===== config.mk =====
export PLATFORM = sky130hd
export DESIGN_NAME = adc_start_seq
export DESIGN_NICKNAME = d
export VERILOG_FILES = /design/src/rtl/adcseq_pkg.sv /design/src/rtl/adcseq_timer.sv /design/src/rtl/adcseq_ctrl.sv /design/src/rtl/adc_start_seq.sv
export SDC_FILE = /design/constraint.sdc
export NUM_CORES = 1
export LEC_CHECK = 0
export BUFFER_PORTS_ARGS = -buffer_cell sky130_fd_sc_hd__buf_2
export CORE_UTILIZATION = 54
export DETAILED_ROUTE_END_ITERATION = 7
export PLACE_DENSITY = 0.75
export SETUP_SLACK_MARGIN = 0.5
export SYNTH_ARGS = -nofsm -noshare
export SYNTH_HDL_FRONTEND = slang
export SYNTH_SLANG_ARGS = --single-unit

===== constraint.sdc =====
create_clock -name clk -period 2.1 [get_ports clk]
set_input_delay 0.21 -clock clk [delete_from_list [all_inputs] [get_ports clk]]
set_output_delay 0.21 -clock clk [all_outputs]
set_load 0.1 [all_outputs]

===== src/rtl/adcseq_pkg.sv =====
package adcseq_pkg;
  typedef enum logic [2:0] {
    ST_IDLE,
    ST_WAIT,
    ST_CONV,
    ST_CAL,
    ST_ACQ
  } seqState_t;

  // strobes from control to the timing datapath
  typedef struct packed {
    logic armSetup;  // start request accepted: restart setup counting
    logic loadRun;   // reload half-period counter (run begin or acquisition begin)
  } seqStrobe_t;
endpackage


===== src/rtl/adcseq_timer.sv =====
module adcseq_timer
  import adcseq_pkg::*;
#(
  parameter int SETUP_CYC   = 2,
  parameter int CONV_HALVES = 33,
  parameter int CAL_HALVES  = 40,
  parameter int ACQ_HALVES  = 3
) (
  input  logic       clk,
  input  logic       rstN,
  input  seqStrobe_t strobe,
  output logic       mclkPhase,
  output logic       setupMet,
  output logic       convEnd,
  output logic       calEnd,
  output logic       acqEnd
);
  localparam int SW   = $clog2(SETUP_CYC + 1) + 1;
  localparam int MAX1 = (CONV_HALVES > CAL_HALVES) ? CONV_HALVES : CAL_HALVES;
  localparam int MAXH = (MAX1 > ACQ_HALVES) ? MAX1 : ACQ_HALVES;
  localparam int HW   = $clog2(MAXH + 1) + 1;

  logic [SW-1:0] setupCnt;
  logic [HW-1:0] halfCnt;

  always_ff @(posedge clk) begin
    if (!rstN) begin
      mclkPhase <= 1'b0;
      setupCnt  <= '0;
      halfCnt   <= '0;
    end else begin
      mclkPhase <= ~mclkPhase;
      if (strobe.armSetup)
        setupCnt <= SW'(1);
      else if (setupCnt < SW'(SETUP_CYC))
        setupCnt <= setupCnt + SW'(1);
      if (strobe.loadRun)
        halfCnt <= HW'(1);
      else if (halfCnt != HW'(MAXH))
        halfCnt <= halfCnt + HW'(1);
    end
  end

  assign setupMet = (setupCnt >= SW'(SETUP_CYC));
  assign convEnd  = (halfCnt == HW'(CONV_HALVES));
  assign calEnd   = (halfCnt == HW'(CAL_HALVES));
  assign acqEnd   = (halfCnt == HW'(ACQ_HALVES));
endmodule


===== src/rtl/adcseq_ctrl.sv =====
module adcseq_ctrl
  import adcseq_pkg::*;
(
  input  logic       clk,
  input  logic       rstN,
  input  logic       startPin,
  input  logic       busWr,
  input  logic       busRd,
  input  logic       wrStartBit,
  input  logic       mclkPhase,
  input  logic       setupMet,
  input  logic       convEnd,
  input  logic       calEnd,
  input  logic       acqEnd,
  output seqStrobe_t strobe,
  output logic       busy,
  output logic       calActive,
  output logic       convDone,
  output logic       swStartBit,
  output logic       busWarn
);
  seqState_t state;
  logic pinQ, calPending, calRun, missed;
  logic hwRise, swReq, request, beginNow;

  assign hwRise   = startPin & ~pinQ;
  assign swReq    = busWr & wrStartBit;
  assign request  = hwRise | swReq;
  assign busy     = (state == ST_WAIT) || (state == ST_CONV) || (state == ST_CAL);
  assign beginNow = (state == ST_WAIT) && mclkPhase && (setupMet || missed);

  always_comb begin
    strobe.armSetup = (state == ST_IDLE) && request;
    strobe.loadRun  = beginNow
                   || ((state == ST_CONV) && convEnd)
                   || ((state == ST_CAL) && calEnd);
  end

  assign calActive = calRun;

  always_ff @(posedge clk) begin
    if (!rstN) begin
      state      <= ST_IDLE;
      pinQ       <= 1'b0;
      calPending <= 1'b1;
      calRun     <= 1'b0;
      missed     <= 1'b0;
      swStartBit <= 1'b0;
      convDone   <= 1'b0;
      busWarn    <= 1'b0;
    end else begin
      pinQ     <= startPin;
      convDone <= 1'b0;
      busWarn  <= (busRd | busWr) & busy;
      unique case (state)
        ST_IDLE: if (request) begin
          state  <= ST_WAIT;
          missed <= 1'b0;
          calRun <= calPending;
          if (swReq) swStartBit <= 1'b1;
        end
        ST_WAIT: if (mclkPhase) begin
          if (setupMet || missed) state <= calRun ? ST_CAL : ST_CONV;
          else missed <= 1'b1;
        end
        ST_CONV: if (convEnd) begin
          state      <= ST_ACQ;
          convDone   <= 1'b1;
          swStartBit <= 1'b0;
        end
        ST_CAL: if (calEnd) begin
          state      <= ST_ACQ;
          calPending <= 1'b0;
          calRun     <= 1'b0;
          swStartBit <= 1'b0;
        end
        ST_ACQ: if (acqEnd) state <= ST_IDLE;
        default: state <= ST_IDLE;
      endcase
    end
  end
endmodule


===== src/rtl/adc_start_seq.sv =====
module adc_start_seq
  import adcseq_pkg::*;
#(
  parameter int SETUP_CYC   = 2,
  parameter int CONV_HALVES = 33,
  parameter int CAL_HALVES  = 40,
  parameter int ACQ_HALVES  = 3
) (
  input  logic clk,
  input  logic rstN,
  input  logic startPin,
  input  logic busWr,
  input  logic busRd,
  input  logic wrStartBit,
  output logic masterClk,
  output logic busy,
  output logic holdCtl,
  output logic calActive,
  output logic convDone,
  output logic swStartBit,
  output logic busWarn
);
  seqStrobe_t strobe;
  logic setupMet, convEnd, calEnd, acqEnd;

  adcseq_timer #(
    .SETUP_CYC(SETUP_CYC), .CONV_HALVES(CONV_HALVES),
    .CAL_HALVES(CAL_HALVES), .ACQ_HALVES(ACQ_HALVES)
  ) uTimer (
    .clk(clk), .rstN(rstN), .strobe(strobe), .mclkPhase(masterClk),
    .setupMet(setupMet), .convEnd(convEnd), .calEnd(calEnd), .acqEnd(acqEnd)
  );

  adcseq_ctrl uCtrl (
    .clk(clk), .rstN(rstN), .startPin(startPin), .busWr(busWr), .busRd(busRd),
    .wrStartBit(wrStartBit), .mclkPhase(masterClk), .setupMet(setupMet),
    .convEnd(convEnd), .calEnd(calEnd), .acqEnd(acqEnd), .strobe(strobe),
    .busy(busy), .calActive(calActive), .convDone(convDone),
    .swStartBit(swStartBit), .busWarn(busWarn)
  );

  assign holdCtl = busy;
endmodule


==> results.md, run 1 <==
- The post-CTS clock slew at the launch and capture registers of the worst setup and hold paths is 0.12 ns.
- The via count of the first global-routing pass was 714.
- The ratio of cells with drive above 1 in the final layout is 27.8%.
- The slew at the pin with the worst max-slew slack is 0.563 ns.
- The net count after synthesis is 121.
- The number of cells on the worst reg-to-reg path is 7.
- Data on the critical path arrives at its endpoint at 1.84 ns.
- The worst hold endpoint is uCtrl.pinQ.
- The final total power is 1.31 mW.
- The maximum count of clock buffers along a single path is 2.
- The total number of H-tree levels is 1.
- The share of synthesized area in the top cell type comes to 42.6%.
- The number of cells on the worst hold path is 2.
- Registers take 428 sq um.
- The cell type with the largest total area after synthesis is dfxtp_1.
- The instance count of the mapped netlist is 111.
- From synthesis to final layout, the design area changed by 19.5%.
- The standard cell core area is 0.00173 sq mm.
- The worst flop-to-flop path startpoint is uTimer.halfCnt[1].
- STA classifies the critical path startpoint as a register.
- CTS saw 21 sinks.
- By count the netlist is led by dfxtp_1 (21), nor2_1 (12), a21oi_1 (6), nand2_1 (6), nand3_1 (6).
- Leaving out filler cells and counting taps, the final layout contains 151.
- The number of vias per cell is 5.54.
- The largest vdd supply drop is 0.597 mV.
- The primary flip-flop cell chosen by synthesis mapping is dfxtp_1.
- After global routing the overflow that remains totals 0.
- The floorplan step set the die height to 44.8 um.
- Setup repair after global routing could not meet its margin everywhere.
- For flop-to-flop paths, the worst setup slack is 0.51 ns.
- The worst setup path is of the reg -> reg kind.
- During I/O placement, the number of pins put on the boundary was 13.
- The number of diodes is 0.
- The worst hold path belongs to the class in -> reg.
- Prior to clock tree synthesis, the placed netlist has a worst setup slack of 0.437 ns.
- The horizontal die dimension is 44.8 um.
- Of all nets on the critical path, the largest fanout is 5.
- The CTS tree is done.
- At the end of routability-driven placement, the weighted congestion stood at 0.840.
- At the later pin of the worst-skew pair, clock insertion delay measures 0.31 ns.
- Input and output buffers added on the ports amount to 12.
- The share of flip-flops with an asynchronous set or reset after synthesis is 0%.
- The most common cell in the synthesized netlist is dfxtp_1.
- After layout, the worst setup slack is 0.512 ns.
- The cell area after placement is 0.00106 sq mm.
- The placed instance count is 143.
- The total negative setup slack is 0 ns.
- Dividing the detail-routed wire length by the instance count gives 13.3 um.
- The flow ran to the end, and the final reports show no timing, DRC or antenna violations.
- The capture point of the worst reg-to-reg path is uTimer.halfCnt[5].
- The post-route fraction of the period consumed by the critical path is 75.6%.
- The relative slew slack is 62.1%.
- In this run the static leakage power is 0.476 nW.
- For this run, the detailed router's first-pass iteration total came to 4.
- The effective utilization at floorplan is 57.2%.
- The routed design could run at a clock period as short as 1.59 ns.
- The detailed router's first-iteration violation count is 21.
- The number of antenna violations at the first check in global routing came to 0.
- Buffers inserted during clock tree synthesis total 3.
- The via count is 837.
- The final number of hold-violating endpoints is 0.
- The first global-routing pass estimated 3060 um of wire.
- Across the routed clock network, the largest skew measured is 0.00499 ns.
- The total of endpoints with negative setup slack in the final report is 0.
- Hold repair after CTS inserted 0 buffers.
- The detail route stage leaves a number of antenna-violating nets equal to 0.
- The synthesized cell area is 987 sq um.
- Summing all multi-input logic gate instances after layout gives 566 sq um.
- The final net count is 137.
- The maximum clock frequency is 630 MHz.
- The power per cell area is 1110 mW/mm^2.
- The synthesized design contains 0 enable-type register cells.
- The number of maximum-capacitance violations is 0.
- The count of pins over their slew limit is 0.
- The startpoint of the tightest hold check path is startPin.
- STA puts the critical path data required time at 2.35 ns.
- The overall global routing resource usage is 20.7%.
- The sequential-to-total area share from yosys stat is 42.6%.
- The pin count of the biggest net entering global routing is 15.
- Yosys attributes the largest share of cell area to dfxtp_1 (43%), ha_1 (5.1%), nor2_1 (4.6%), xnor2_1 (4.4%), a21oi_1 (3.0%).
- Counting flops and latches in the post-synthesis netlist gives 21.
- The cell sitting at the root of the clock tree is a clkbuf_4.
- The sum of net half-perimeters after detailed placement is 1280 um.
- With fillers left out, the area of the finished cells amounts to 0.00118 sq mm.
- The number of fill cells is 156.
- The wire length reported by the detailed router is 2020 um.
- After detailed routing, the number of remaining DRC violations is 0.
- During synthesis, Yosys emitted a total of 0 warnings.
- The count of standard-cell rows is 15.
- The worst setup path is captured at a register.
- The average instance in the mapped netlist occupies 8.89 sq um.
- The die area is 0.00200 sq mm.
- The count of distinct cell types in the synthesized netlist is 36.
==> worst max-delay path by stage <==
stage / startpoint / endpoint / depth (start not counted)
floorplan: uCtrl.state[0] / holdCtl / 4
global placement: uTimer.halfCnt[0] / uTimer.halfCnt[2] / 6
detailed placement: uTimer.halfCnt[0] / uTimer.halfCnt[2] / 6
CTS: uTimer.halfCnt[0] / uTimer.halfCnt[2] / 6
global route: uCtrl.state[0] / holdCtl / 3
finish: uTimer.halfCnt[1] / uTimer.halfCnt[5] / 7
==> state kept, by name, summed over array words and instances, names as in the netlist <==
register,flops
uCtrl.busWarn,1
uCtrl.calActive,1
uCtrl.calPending,1
uCtrl.convDone,1
uCtrl.missed,1
uCtrl.pinQ,1
uCtrl.state,3
uCtrl.swStartBit,1
uTimer.halfCnt,7
uTimer.mclkPhase,1
uTimer.setupCnt,3
==> timing repair <==
action                                 in CTS  in global routing
setup buffers                               1                  3
pin swaps                                   1                  2
resized for setup                           4                 14
endpoints found under the hold margin       0                  0
setup endpoints to repair                   7                 12
==> power by group <==
| part | internal (mW) | switching (mW) | leakage, nW |
|---|---|---|---|
| logic | 0.171 | 0.421 | 0.288 |
| clock network | 0.0744 | 0.126 | 0.0150 |
| registers | 0.459 | 0.0613 | 0.173 |
==> final cells by class <==
cell class,instances,share of cell area (%)
Inverter,5,1.59
Multi-Input combinational cell,79,47.9
Clock buffer,4,2.23
Sequential cell,21,36.3
Tap cell,25,2.65
Timing Repair Buffer,17,9.33
==> logic make-up after synthesis <==
group	after synthesis	synth area share, %
AO/OA/AOI/OAI	19	13.3
XOR/XNOR	7	6.21
adder cells (fa/ha/maj)	4	5.07
buffers and inverters	11	5.07
flip-flops	21	42.6
multiplexers	3	3.04
AND/OR/NAND/NOR	46	24.7
==> placed cells by master (no fill, tap or decap), types with 3 or more instances in the layout <==
cell type	n
dfxtp_1	17
nor2_1	10
buf_2	10
a21oi_1	6
nand2_1	6
xnor2_1	5
nand3_1	5
buf_4	5
and2_1	4
and3_1	3
mux2i_1	3
clkbuf_4	3
dfxtp_2	3
==> per-stage QoR <==
step	hold slack, ns	util, %
2_1_floorplan	0.332	-
3_3_place_gp	0.424	61.6
3_5_place_dp	0.429	61.6
4_1_cts	0.119	64.2
5_1_grt	0.117	68.3
6_report	0.101	68.3
==> routing by layer <==
metal  vias to the layer above  share of wire (%)  global-route usage [%]
li1                        418                  -                       -
met1                       392                 47                    30.4
met2                        22                 46                    30.6
met3                         5                4.8                    3.60
met4                         0                1.6                    7.27
met5                         -                  0                       0
==> critical path, stage by stage (launching register included) <==
cell	delay, ns
dfxtp_2	0.36
inv_2	0.06
ha_2	0.17
nor3b_1	0.15
o211ai_1	0.30
nand3_2	0.20
buf_6	0.16
nor2_1	0.12
Note: power is estimated with default switching activity, not from simulation.
==> run 2: changes to the inputs <==
--- a/config.mk
+++ b/config.mk
@@ -5,10 +5,12 @@
 export SDC_FILE = /design/constraint.sdc
 export NUM_CORES = 1
 export LEC_CHECK = 0
+export ABC_AREA = 1
 export BUFFER_PORTS_ARGS = -buffer_cell sky130_fd_sc_hd__buf_2
-export CORE_UTILIZATION = 54
+export CORE_ASPECT_RATIO = 0.7
+export CORE_UTILIZATION = 55
 export DETAILED_ROUTE_END_ITERATION = 7
-export PLACE_DENSITY = 0.75
+export PLACE_DENSITY = 0.76
 export SETUP_SLACK_MARGIN = 0.5
 export SYNTH_ARGS = -nofsm -noshare
 export SYNTH_HDL_FRONTEND = slang
==> constraint.sdc (replaced) <==
create_clock -name clk -period 1.6 [get_ports clk]
set_input_delay 0.16 -clock clk [delete_from_list [all_inputs] [get_ports clk]]
set_output_delay 0.16 -clock clk [all_outputs]
set_load 0.1 [all_outputs]
==> run 2 against run 1 <==
  * Clock power up 38%
  * Synthesized cell count increased by 32%
  * Highest routed layer unchanged
  * Worst hold slack lost 0.080 ns
  * Critical path type unchanged
  * Final area increased by 25%
  * Sequential power increased by 36%
  * Sequential cell count unchanged
==> results.md, run 2 <==
- The final number of hold-violating endpoints came to 0 (unchanged).
- The dominant combinational cell family by area after synthesis is simple AND/OR/NAND/NOR gates (unchanged).
- The number of warnings issued by yosys is 0 (unchanged).
- The maximum clock frequency is 690 MHz (was 630 MHz).
- The relative slew slack is 80.4% (was 62.1%).
- The largest register by flop count is uTimer.halfCnt (unchanged).
- The number of cells on the worst reg-to-reg path is 10 (was 7).
- The worst hold endpoint is uCtrl.pinQ (unchanged).
- The count of distinct cell types in the synthesized netlist is 21 (was 36).
- The required time reported for the critical path endpoint is 1.87 ns (was 2.35 ns).
- The final design area excluding fillers came to 0.00147 sq mm (was 0.00118 sq mm).
- The clock root buffer is clkbuf_4 (unchanged).
- The power share of the combinational group was 56.1% (was 45.1%).
- The count of standard-cell rows was 12 (was 15).
- The instance count of the mapped netlist is 147 (was 111).
- The worst flop-to-flop path startpoint is uTimer.halfCnt[0] (was uTimer.halfCnt[1]).
- The leading cell type in the layout, fill and taps excluded is nand2_1 (was dfxtp_1).
- The number of antenna violations at the first check in global routing is 0 (unchanged).
- Setup repair after global routing missed its margin: yes (unchanged).
- The critical path start-end classification is reg -> reg (unchanged).
- Registers with the most flip-flops: uTimer.halfCnt x7, uCtrl.state x3, uTimer.setupCnt x3 (unchanged).
- Top post-synthesis cells by count: nand2_1 (28), nor2_1 (24), dfxtp_1 (21), inv_1 (17), nand3_1 (11) (was dfxtp_1 (21), nor2_1 (12), a21oi_1 (6), nand2_1 (6), nand3_1 (6)).
- The pin count of the biggest net entering global routing is 13 (was 15).
- The number of DRC violations after detailed routing is 0 (unchanged).
- Most area-consuming cells after synthesis: dfxtp_1 (40%), nand2_1 (10%), nor2_1 (8.5%), inv_1 (6.0%), nand3_1 (5.2%) (was dfxtp_1 (43%), ha_1 (5.1%), nor2_1 (4.6%), xnor2_1 (4.4%), a21oi_1 (3.0%)).
- The mean routed wirelength per cell was 15.9 um (was 13.3 um).
- The standard cell with the maximum stage delay on the critical path is dfxtp_4 (was dfxtp_2).
- The number of maximum-capacitance violations is 0 (unchanged).
- The flip-flop and latch count after synthesis is 21 (unchanged).
- Cells traversed along the worst timing path: inv_4, ha_4, nand3_2, nor2_4, nor2_4, nor2_4, nand2_2, nand2_1, nand2_1, nor2_2 (was inv_2, ha_2, nor3b_1, o211ai_1, nand3_2, buf_6, nor2_1).
- The library cell with the highest instance count after synthesis is nand2_1 (was dfxtp_1).
- The ratio of cells with drive above 1 in the final layout is 46.2% (was 27.8%).
- The number of cells on the worst hold path is 3 (was 2).
- The final net count is 180 (was 137).
- Status: complete, no violations (unchanged).
- The maximum count of clock buffers along a single path was 2 (unchanged).
- The sequential-to-total area share from yosys stat is 39.8% (was 42.6%).
- The cell type with the largest total area after synthesis is dfxtp_1 (unchanged).
- The via count of the first global-routing pass is 867 (was 714).
- The area of combinational cells with multiple inputs came to 679 sq um (was 566 sq um).
- The synthesized cell area was 0.00106 sq mm (was 987 sq um).
- The number of diodes is 0 (unchanged).
- The final antenna-violating net count is 0 (unchanged).
- The primary flip-flop cell chosen by synthesis mapping was dfxtp_1 (unchanged).
- The startpoint class of the critical path is a register (unchanged).
- The final RePlAce weighted congestion is 0.793 (was 0.840).
- The via count is 1072 (was 837).
- The standard cell core area is 0.00170 sq mm (was 0.00173 sq mm).
- The compound-gate portion of the synthesized area came to 8.29% (was 13.3%).
- The power per cell area came to 1520 mW/mm^2 (was 1110 mW/mm^2).
- The area added between synthesis and finish is 39.3% (was 19.5%).
- The register area was 447 sq um (was 428 sq um).
- The share of flip-flops with an asynchronous set or reset after synthesis is 0% (unchanged).
- The post-route fraction of the period consumed by the critical path was 90.5% (was 75.6%).
- The die area is 0.00210 sq mm (was 0.00200 sq mm).
- The wire length reported by the detailed router was 3020 um (was 2020 um).
- The fraction of synthesized area in multiplexers is 0% (was 3.04%).
- The xor/xnor share of the synthesized area was 2.49% (was 6.21%).
- The CTS tree is done (unchanged).
- The horizontal die dimension is 54.4 um (was 44.8 um).
- The post-CTS clock slew at the launch and capture registers of the worst setup and hold paths is 0.12 ns (about the same).
- The number of sinks handled by clock tree synthesis is 21 (unchanged).
- The startpoint of the tightest hold check path is startPin (unchanged).
- The capture point of the worst reg-to-reg path is uCtrl.state[0] (was uTimer.halfCnt[5]).
- The sum of overflow across all layers after global routing is 0 (unchanged).
- The total negative setup slack is 0 ns (unchanged).
- The data arrival time of the worst path is 1.72 ns (was 1.84 ns).
- The effective utilization at floorplan was 62.2% (was 57.2%).
- The delay of the slowest cell on the worst path was 0.40 ns (was 0.36 ns).
- The clock network fraction of design power is 12.3% (was 15.3%).
- The setup slack on the worst flop-to-flop path is 0.15 ns (was 0.51 ns).
- The maximum net fanout on the critical path is 5 (unchanged).
- The number of flip-flops under the largest register name was 7 (unchanged).
- The number of vias per cell came to 5.64 (was 5.54).
- The switching share of power was 49.0% (was 46.3%).
- The clock latency at the later pin of the worst-skew pair is 0.33 ns (was 0.31 ns).
- The number of synthesized flops with an enable pin is 0 (unchanged).
- The post-layout minimum cycle time was 1.45 ns (was 1.59 ns).
- The simple-gate share of the synthesized area is 35.4% (was 24.7%).
- The total clock buffers created by CTS came to 3 (unchanged).
- The sum of net half-perimeters after detailed placement is 1710 um (was 1280 um).
- The overall global routing resource usage is 29.1% (was 20.7%).
- The number of fill cells is 99 (was 156).
- The leakage power is 0.627 nW (was 0.476 nW).
- The detailed router's first-iteration violation count is 49 (was 21).
- The cell-internal power is 1.14 mW (was 704 uW).
- The total of endpoints with negative setup slack in the final report is 0 (unchanged).
- The net count after synthesis is 157 (was 121).
- The proportion of power drawn by flip-flops and latches is 31.6% (was 39.7%).
- By instance count, the cell type seen most on the critical path is nor2_4.
- The count of pins over their slew limit is 0 (unchanged).
- The per-instance average area after synthesis is 7.18 sq um (was 8.89 sq um).
- The fraction of the mapped netlist area in adder cells is 4.74% (was 5.07%).
- The maximum clock skew at final layout is 0.00602 ns (was 0.00499 ns).
- The floorplan die height is 38.7 um (was 44.8 um).
- The wire length of the first global-routing pass is 4010 um (was 3060 um).
- The area fraction of the dominant cell type after synthesis is 39.8% (was 42.6%).
- The count of port buffers added during placement came to 12 (unchanged).
- The switching power is 1.10 mW (was 608 uW).
- The count of pins on the block boundary came to 13 (unchanged).
- Leading cell types in the layout, fill and taps excluded: nand2_1 (26), nor2_1 (15), inv_1 (14) (was dfxtp_1 (17), nor2_1 (10), buf_2 (10)).
- The path class of the lowest-slack min-delay path was in -> reg (unchanged).
- The largest vdd supply drop is 2.24 mV (was 0.597 mV).
- The type of destination of the critical path is a register (unchanged).
- The count of hold-fix buffers inserted at cts is 0 (unchanged).
- The total number of H-tree levels is 1 (unchanged).
- The first-pass detailed-route iteration total is 4 (unchanged).
- The slew at the pin with the worst max-slew slack was 0.294 ns (was 0.563 ns).
- The cell area after placement is 0.00120 sq mm (was 0.00106 sq mm).
run 2: changes by cell type after synthesis, moves of 5 or more:
cell     before  now
inv_1         4   17
inv_2         0    5
nand2_1       6   28
nor2_2        0    5
nand3_1       6   11
nor2_1       12   24
run 2: worst max-delay path by stage:
stage                      start              to  slack (ns)  cells after the start
2_1_floorplan     uCtrl.state[0]         holdCtl        0.25                      3
3_3_place_gp   uTimer.halfCnt[0]  uCtrl.state[0]        0.27                     11
3_5_place_dp   uTimer.halfCnt[0]  uCtrl.state[0]        0.24                     11
4_1_cts        uTimer.halfCnt[0]  uCtrl.state[0]        0.26                     11
5_1_grt        uTimer.halfCnt[0]  uCtrl.state[0]        0.11                     11
6_report       uTimer.halfCnt[0]  uCtrl.state[0]        0.15                     10
run 2: power groups by stage:
stage / sequential (mW) / combinational, mW / clock (mW)
after floorplan: 0.830 / 0.736 / 0
after global placement: 0.709 / 0.916 / 0
after detailed placement: 0.714 / 0.933 / 0
after CTS: 0.699 / 1.09 / 0.276
after global routing: 0.718 / 1.32 / 0.296
final: 0.709 / 1.26 / 0.276
run 2: cell type report:
type / instances / area share, %
repair buffers: 20 / 13.7
well taps: 21 / 1.79
inverters: 22 / 6.12
flip-flops and latches: 21 / 30.4
multi-input cells: 102 / 46.2
clock inverters: 1 / 0.340
clock buffers: 3 / 1.53
run 2: logic make-up after synthesis:
group	count (synthesis)
fa+ha+maj	4
buf+inv	24
compound gates	15
flops	21
simple gates	80
xor+xnor	3
run 2: layer usage:
metal | wire length (um) | up-vias | track usage (%)
met3 | 203 | 16 | 8.63
li1 | - | 509 | -
met4 | 87 | 0 | 14.7
met1 | 1320 | 491 | 36.3
met5 | 0 | - | 0
met2 | 1410 | 56 | 45.1
run 2: worst max-delay path, delay by kind of cell (launching register included):
family,cells,cell delay (ns)
adder cells (fa/ha/maj),1,0.12
AND/OR/NAND/NOR,8,0.79
flip-flops,1,0.40
buffers and inverters,1,0.07
run 2: per-stage QoR:
step                      total power, mW  utilization [%]  hold slack (ns)  std cells  setup slack (ns)
final                                2.24             86.7           0.0215        190             0.152
after global placement               1.63             70.9            0.353        178             0.273
after detailed placement             1.65             70.9            0.360        178             0.240
after CTS                            2.07             78.8           0.0181        186             0.256
after global routing                 2.33             86.7           0.0172        190             0.107
after floorplan                      1.57                -            0.253        147             0.252
run 2: timing repair:
action,in CTS,in global routing
setup buffers,4,4
endpoints found under the setup margin,23,23
pin swaps,5,9
resized for setup,22,28
